===== src/rtl/mbox_pkg.sv =====
package mbox_pkg;
  typedef enum logic [2:0] {
    RK_NONE,
    RK_ENABLE,
    RK_PENDING,
    RK_CMD,
    RK_DATA
  } reg_kind_e;

  // bytes per bank: enable and pending words, then a word pair per channel
  function automatic int bank_span(input int nch);
    return 8 + 8 * nch;
  endfunction
endpackage


===== src/rtl/mbox_decode.sv =====
module mbox_decode
  import mbox_pkg::*;
#(
  parameter int AW   = 8,
  parameter int NCH  = 4,
  parameter int BASE = 0,
  parameter int CW   = 2
) (
  input  logic [AW-1:0] addr,
  output reg_kind_e     kind,
  output logic [CW-1:0] idx
);
  localparam int SPAN = bank_span(NCH);

  int off;

  always_comb begin
    off  = int'(addr) - BASE;
    kind = RK_NONE;
    idx  = '0;
    if (addr[1:0] == 2'b00 && off >= 0 && off < SPAN) begin
      if (off == 0) begin
        kind = RK_ENABLE;
      end else if (off == 4) begin
        kind = RK_PENDING;
      end else begin
        idx  = CW'((off - 8) / 8);
        kind = off[2] ? RK_DATA : RK_CMD;
      end
    end
  end
endmodule


===== src/rtl/mbox_bank.sv =====
module mbox_bank #(
  parameter int NCH = 4,
  parameter int DW  = 32,
  parameter int CW  = 2
) (
  input  logic                     clk,
  input  logic                     rst,
  input  logic                     snd_cmd_we,
  input  logic                     snd_dat_we,
  input  logic [CW-1:0]            snd_idx,
  input  logic [DW-1:0]            snd_wdata,
  input  logic                     rcv_en_we,
  input  logic                     rcv_clr_we,
  input  logic [NCH-1:0]           rcv_wdata,
  output logic [NCH-1:0][DW-1:0]   cmd_q,
  output logic [NCH-1:0][DW-1:0]   dat_q,
  output logic [NCH-1:0]           pend_q,
  output logic [NCH-1:0]           en_q,
  output logic [NCH-1:0]           irq_q
);
  logic [NCH-1:0] en_nxt;
  logic [NCH-1:0] pend_nxt;

  assign en_nxt = rcv_en_we ? rcv_wdata : en_q;

  always_ff @(posedge clk) begin
    if (rst) en_q <= '0;
    else     en_q <= en_nxt;
  end

  for (genvar c = 0; c < NCH; c++) begin : g_chan
    logic sel, set_c, clr_c;
    assign sel   = (snd_idx == CW'(c));
    assign set_c = snd_dat_we & sel;
    assign clr_c = rcv_clr_we & rcv_wdata[c];
    // a new message wins over a simultaneous acknowledge
    assign pend_nxt[c] = set_c | (pend_q[c] & ~clr_c);

    always_ff @(posedge clk) begin
      if (rst) begin
        cmd_q[c]  <= '0;
        dat_q[c]  <= '0;
        pend_q[c] <= 1'b0;
        irq_q[c]  <= 1'b0;
      end else begin
        if (snd_cmd_we && sel) cmd_q[c] <= snd_wdata;
        if (set_c)             dat_q[c] <= snd_wdata;
        pend_q[c] <= pend_nxt[c];
        irq_q[c]  <= pend_nxt[c] & en_nxt[c];
      end
    end
  end
endmodule


===== src/rtl/ipc_mailbox.sv =====
module ipc_mailbox
  import mbox_pkg::*;
#(
  parameter int NCH = 4,
  parameter int DW  = 32,
  parameter int AW  = 8
) (
  input  logic           clk,
  input  logic           rst,
  input  logic           a_wr,
  input  logic           a_rd,
  input  logic [AW-1:0]  a_addr,
  input  logic [DW-1:0]  a_wdata,
  output logic [DW-1:0]  a_rdata,
  input  logic           b_wr,
  input  logic           b_rd,
  input  logic [AW-1:0]  b_addr,
  input  logic [DW-1:0]  b_wdata,
  output logic [DW-1:0]  b_rdata,
  output logic [NCH-1:0] irq_to_b,
  output logic [NCH-1:0] irq_to_a
);
  localparam int SPAN = bank_span(NCH);
  localparam int CW   = (NCH > 1) ? $clog2(NCH) : 1;
  localparam int NP   = 2;  // ports A=0, B=1; bank g is sent by port g

  logic [NP-1:0]         p_wr, p_rd;
  logic [AW-1:0]         p_addr  [NP];
  logic [DW-1:0]         p_wdata [NP];
  logic [DW-1:0]         rdata_q [NP];
  logic [DW-1:0]         rdata_nxt [NP];

  reg_kind_e             kind [NP][NP];  // [port][bank]
  logic [CW-1:0]         idx  [NP][NP];

  logic [NCH-1:0][DW-1:0] bk_cmd  [NP];
  logic [NCH-1:0][DW-1:0] bk_dat  [NP];
  logic [NCH-1:0]         bk_pend [NP];
  logic [NCH-1:0]         bk_en   [NP];
  logic [NCH-1:0]         bk_irq  [NP];

  assign p_wr       = {b_wr, a_wr};
  assign p_rd       = {b_rd, a_rd};
  assign p_addr[0]  = a_addr;
  assign p_addr[1]  = b_addr;
  assign p_wdata[0] = a_wdata;
  assign p_wdata[1] = b_wdata;

  for (genvar p = 0; p < NP; p++) begin : g_port
    for (genvar g = 0; g < NP; g++) begin : g_dec
      mbox_decode #(
        .AW(AW), .NCH(NCH), .BASE(g * SPAN), .CW(CW)
      ) u_dec (
        .addr (p_addr[p]),
        .kind (kind[p][g]),
        .idx  (idx[p][g])
      );
    end

    always_comb begin
      rdata_nxt[p] = '0;
      for (int g = 0; g < NP; g++) begin
        case (kind[p][g])
          RK_ENABLE:  rdata_nxt[p] = rdata_nxt[p] | DW'(bk_en[g]);
          RK_PENDING: rdata_nxt[p] = rdata_nxt[p] | DW'(bk_pend[g]);
          RK_CMD:     rdata_nxt[p] = rdata_nxt[p] | bk_cmd[g][idx[p][g]];
          RK_DATA:    rdata_nxt[p] = rdata_nxt[p] | bk_dat[g][idx[p][g]];
          default:    ;
        endcase
      end
    end

    always_ff @(posedge clk) begin
      if (rst)           rdata_q[p] <= '0;
      else if (p_rd[p])  rdata_q[p] <= rdata_nxt[p];
      else               rdata_q[p] <= '0;
    end
  end

  for (genvar g = 0; g < NP; g++) begin : g_bank
    localparam int S = g;
    localparam int R = 1 - g;
    mbox_bank #(.NCH(NCH), .DW(DW), .CW(CW)) u_bank (
      .clk        (clk),
      .rst        (rst),
      .snd_cmd_we (p_wr[S] && kind[S][g] == RK_CMD),
      .snd_dat_we (p_wr[S] && kind[S][g] == RK_DATA),
      .snd_idx    (idx[S][g]),
      .snd_wdata  (p_wdata[S]),
      .rcv_en_we  (p_wr[R] && kind[R][g] == RK_ENABLE),
      .rcv_clr_we (p_wr[R] && kind[R][g] == RK_PENDING),
      .rcv_wdata  (p_wdata[R][NCH-1:0]),
      .cmd_q      (bk_cmd[g]),
      .dat_q      (bk_dat[g]),
      .pend_q     (bk_pend[g]),
      .en_q       (bk_en[g]),
      .irq_q      (bk_irq[g])
    );
  end

  assign a_rdata  = rdata_q[0];
  assign b_rdata  = rdata_q[1];
  assign irq_to_b = bk_irq[0];
  assign irq_to_a = bk_irq[1];
endmodule


===== config.mk =====
export PLATFORM = sky130hd
export DESIGN_NAME = ipc_mailbox
export DESIGN_NICKNAME = d
export VERILOG_FILES = /design/src/rtl/mbox_pkg.sv /design/src/rtl/mbox_decode.sv /design/src/rtl/mbox_bank.sv /design/src/rtl/ipc_mailbox.sv
export SDC_FILE = /design/constraint.sdc
export NUM_CORES = 2
export LEC_CHECK = 0
export ABC_AREA = 1
export BUFFER_PORTS_ARGS = -buffer_cell sky130_fd_sc_hd__buf_2
export CAP_MARGIN = 20
export CORE_ASPECT_RATIO = 1.1
export CORE_MARGIN = 5
export CORE_UTILIZATION = 60
export CTS_CLUSTER_SIZE = 12
export DETAILED_ROUTE_END_ITERATION = 10
export PLACE_DENSITY = 0.82
export SLEW_MARGIN = 30
export SYNTH_ARGS = -nofsm -noshare
export SYNTH_HDL_FRONTEND = slang
export SYNTH_HIERARCHICAL = 1
export SYNTH_SLANG_ARGS = --single-unit
export TNS_END_PERCENT = 50

===== constraint.sdc =====
create_clock -name clk -period 6.75 [get_ports clk]
set_clock_uncertainty 0.1 [all_clocks]
set_input_delay 0.675 -clock clk [delete_from_list [all_inputs] [get_ports clk]]
set_output_delay 0.675 -clock clk [all_outputs]
set_load 0.01 [all_outputs]

==> impl_metrics.prom <==
# TYPE chip_impl_metric gauge
chip_impl_metric{name="crit_path_max_fanout",unit=""} 64
chip_impl_metric{name="simple_gate_share_of_the_synthesized_area",unit="%"} 47.1
chip_impl_metric{name="synthAdderAreaFrac",unit="%"} 0.279
chip_impl_metric{name="worst_ep_arrival_time",unit="ns"} 4.48
chip_impl_metric{name="relSlewSlack",unit="%"} 26.3
chip_impl_metric{name="insertion_delay",unit="ns"} 0.63
chip_impl_metric{name="drt-total-wl",unit="um"} 116000
chip_impl_info{name="r2r-start",value="g_bank[1].u_bank/cmd_q[11]$_SDFFE_PP0P_"} 1
chip_impl_metric{name="yosys-mux-area-fraction",unit="%"} 0
chip_impl_metric{name="vdd.ir_drop.worst",unit="V"} 0.000162
chip_impl_metric{name="timing.hold.worst_path_depth",unit=""} 3
chip_impl_metric{name="top_level_ports",unit=""} 158
chip_impl_metric{name="synth.lib_cells_used.distinct",unit=""} 34
chip_impl_metric{name="timing.final.hold_violations",unit=""} 0
chip_impl_metric{name="gp_congestion",unit=""} 0.977
chip_impl_metric{name="yosys_register_bits",unit=""} 600
chip_impl_info{name="rr_endpoint",value="rdata_q[0][11]$_SDFFCE_PP0P_"} 1
chip_impl_metric{name="clkTransAtPathRegs",unit="ns"} 0.06
chip_impl_metric{name="yosys.area.top_type_share",unit="%"} 29.9
chip_impl_metric{name="setup-tns-final",unit="ns"} 0
chip_impl_info{name="synth_top_family_by_area",value="simple AND/OR/NAND/NOR gates"} 1
chip_impl_metric{name="layout.nets",unit=""} 6165
chip_impl_metric{name="detailedRoute.firstIterationViolations",unit=""} 5468
chip_impl_metric{name="avgViaCountPerCell",unit=""} 5.50
chip_impl_metric{name="slew_violations",unit=""} 0
chip_impl_metric{name="finalSetupViolations",unit=""} 0
chip_impl_info{name="timing.hold.worst_endpoint",value="g_bank[0].u_bank/cmd_q[54]$_SDFFE_PP0P_"} 1
chip_impl_metric{name="max_clock_freq",unit="MHz"} 248
chip_impl_metric{name="synthesis.area",unit="um2"} 35900
chip_impl_metric{name="first_pass_grt_wire_length",unit="um"} 180000
chip_impl_metric{name="total_power",unit="mW"} 7.74
chip_impl_info{name="cp-start-kind",value="input pin"} 1
chip_impl_info{name="crit_type",value="in2reg"} 1
chip_impl_metric{name="reg2reg_setup_slack",unit="ns"} 5.17
chip_impl_metric{name="finalWorstSetupSlack",unit="ns"} 2.72
chip_impl_info{name="synth_area_leaders",value="dfxtp_1 (30%), nand2_1 (22%), nor2_1 (13%)"} 1
chip_impl_metric{name="die-area",unit="um2"} 64800
chip_impl_metric{name="reg2regPathDepth",unit=""} 8
chip_impl_metric{name="post_cts_resized",unit=""} 0
chip_impl_metric{name="die_width",unit="um"} 243
chip_impl_metric{name="drc",unit=""} 0
chip_impl_metric{name="cts_sinks",unit=""} 600
chip_impl_metric{name="std_cell_rows",unit=""} 94
chip_impl_metric{name="cts_hold_buf",unit=""} 0
chip_impl_metric{name="wl_per_cell",unit="um"} 16.8
chip_impl_metric{name="synth_seq_area_share",unit="%"} 35.3
chip_impl_info{name="tritoncts",value="yes"} 1
chip_impl_metric{name="share_of_layout_cells_above_drive_strength_1",unit="%"} 6.96
chip_impl_metric{name="die_h",unit="um"} 266
chip_impl_metric{name="globalRouteTotalUtil",unit="%"} 34.2
chip_impl_metric{name="synth_compound_area_share",unit="%"} 4.28
chip_impl_metric{name="final_core_util",unit="%"} 64.9
chip_impl_metric{name="drv.max_cap_violation_count",unit=""} 0
chip_impl_metric{name="cts-root-to-sink-buffers",unit=""} 3
chip_impl_metric{name="worstMarginPinSlew",unit="ns"} 1.11
chip_impl_metric{name="leak_pwr",unit="nW"} 19.1
chip_impl_metric{name="detailedRoute.firstPassIterationCount",unit=""} 6
chip_impl_metric{name="vias_in_the_first_global_route",unit=""} 33302
chip_impl_metric{name="placement.setup.worst_slack",unit="ns"} 2.25
chip_impl_metric{name="grt_remaining_overflow",unit=""} 0
chip_impl_metric{name="synth-xor-area-share",unit="%"} 0.0977
chip_impl_info{name="outcome",value="finished, final reports clean"} 1
chip_impl_info{name="hold_path.startpoint",value="a_wdata[22]"} 1
chip_impl_metric{name="count_of_antenna_violating_nets_left_after_detailed_routing",unit=""} 0
chip_impl_metric{name="total_number_of_vias",unit=""} 37926
chip_impl_metric{name="fin_crit_sh",unit="%"} 59.8
chip_impl_metric{name="finalCriticalPeriod",unit="ns"} 4.03
chip_impl_metric{name="port_buffers",unit=""} 157
chip_impl_info{name="rsz0062_at_grt",value="false"} 1
chip_impl_info{name="clk_root_buffer_cell",value="clkbuf_16"} 1
chip_impl_metric{name="htreeDepth",unit=""} 3
chip_impl_metric{name="hpwlAfterDp",unit="um"} 70900
chip_impl_metric{name="holdWs",unit="ns"} 0.285
chip_impl_metric{name="grt_antenna_before_repair",unit=""} 11
chip_impl_metric{name="core_region_area",unit="um2"} 59500
chip_impl_metric{name="power_density",unit="nW/um2"} 200
chip_impl_info{name="synth_top_area_cell",value="dfxtp_1"} 1
chip_impl_metric{name="grt_start_max_net_pins",unit=""} 170
chip_impl_metric{name="effective_utilization_at_floorplan",unit="%"} 60.3
chip_impl_metric{name="synthCells",unit=""} 6115
chip_impl_metric{name="synth.yosys.warnings",unit=""} 6
chip_impl_metric{name="layout_stage_area_growth_over_the_synthesis_result",unit="%"} 7.78
chip_impl_metric{name="post_cts.repair.setup_buffers",unit=""} 0
chip_impl_metric{name="syn_avg_cell_area",unit="um2"} 5.86
chip_impl_metric{name="critical_path_required",unit="ns"} 7.19
chip_impl_info{name="timing.critical_path.to_type",value="register"} 1
chip_impl_info{name="path_category_of_the_worst_min_delay_check",value="in2reg"} 1
chip_impl_metric{name="cts_made_buffers",unit=""} 67
final cells by class:
cell class                 instances  area [um2]
inverter                         646        2440
tap                              768         961
timing repair buffer             219        1420
sequential                       600       12700
multi-input combinational       4537       19000
fill                            5468       20900
antenna                            6        15.0
clock inverter                    12        96.3
clock buffer                     110        2090
state kept, by name (all words and copies together) (netlist names):
name,count
g_bank.u_bank/cmd_q,256
g_bank.u_bank/dat_q,256
g_bank.u_bank/en_q,8
g_bank.u_bank/irq_q,8
g_bank.u_bank/pend_q,8
rdata_q,64
synth_stat cells, drive strengths merged:
cell       n
a21boi     2
a21oi    142
a22oi      2
buf      319
clkbuf    76
conb       1
dfxtp    536
edfxtp    64
ha         8
inv      646
nand2   2121
nand3    700
nand3b     3
nand4     20
nor2    1302
nor3      13
nor4       5
o211ai    20
o21ai    129
or2        2
xnor2      2
xor2       2
power breakdown:
group	internal [mW]	total [mW]	switching, mW
Clock	2.12	3.69	1.56
Combinational	0.106	0.429	0.323
Sequential	3.62	3.63	0.0121
kinds of logic (layout without fill, tap and decap cells):
family | count (synthesis) | in the layout
buffers and inverters | 1041 | 987
adder cells (fa/ha/maj) | 8 | 8
XOR/XNOR | 4 | 4
other | 1 | 70
AND/OR/NAND/NOR | 4166 | 4166
AO/OA/AOI/OAI | 295 | 295
flip-flops | 600 | 600
how the worst max path moves through the flow:
stage              start                                 endpoint  slack [ns]  depth (start not counted)
2_1_floorplan  b_addr[4]             rdata_q[1][12]$_SDFFCE_PP0P_        3.20                         23
3_3_place_gp   b_addr[3]  g_bank[1].u_bank/cmd_q[84]$_SDFFE_PP0P_        2.31                         19
3_5_place_dp   b_addr[3]  g_bank[1].u_bank/cmd_q[85]$_SDFFE_PP0P_        2.25                         19
4_1_cts        b_addr[3]  g_bank[1].u_bank/cmd_q[80]$_SDFFE_PP0P_        2.79                         20
5_1_grt        b_addr[3]  g_bank[1].u_bank/cmd_q[71]$_SDFFE_PP0P_        2.47                         21
6_report       b_addr[3]  g_bank[1].u_bank/cmd_q[80]$_SDFFE_PP0P_        2.72                         20
cell usage in the layout, fill, tap and decap left out, types with 50 or more instances in the layout:
| cell | netlist | layout |
|---|---|---|
| nor2_1 | 1283 | 1274 |
| o21ai_1 | 57 | 57 |
| buf_2 | 208 | 157 |
| inv_1 | 618 | 616 |
| dfxtp_1 | 536 | 536 |
| nand3_1 | 688 | 682 |
| a21oi_1 | 142 | 142 |
| buf_4 | 51 | 50 |
| o21ai_0 | 72 | 72 |
| nand2_1 | 2102 | 2102 |
| conb_1 | 1 | 64 |
| clkbuf_16 | 0 | 70 |
| edfxtp_1 | 64 | 64 |
metrics by stage:
step / area, um2 / cells
after CTS: 38600 / 6891
after global routing: 38600 / 6896
final: 38600 / 6898
after global placement: 36400 / 6767
after floorplan: 36100 / 6178
after detailed placement: 36400 / 6769
critical path, cell delays in order:
cell and delay [ns]:
buf_2 0.19, inv_2 0.08, ha_1 0.21, inv_1 0.07
nand2_2 0.07, nand3_2 0.07, nand2_2 0.06, nor2_4 0.14
nand3_1 0.08, a22oi_1 0.14, ha_1 0.18, xnor2_1 0.13
xor2_1 0.18, nand3_1 0.13, nor2_4 0.40, buf_4 0.40
nand3_4 0.73, nand2_1 0.28, nand2_1 0.08, nor2_1 0.14
metal layers:
metal / up-vias / GRT usage (%) / wire length (um)
met5: - / 0 / 65
met4: 10 / 13.5 / 4180
met3: 340 / 8.19 / 14900
met2: 2156 / 52.7 / 50000
met1: 16972 / 46.8 / 46800
li1: 18448 / - / -
Power figures use the tool's default switching activity.
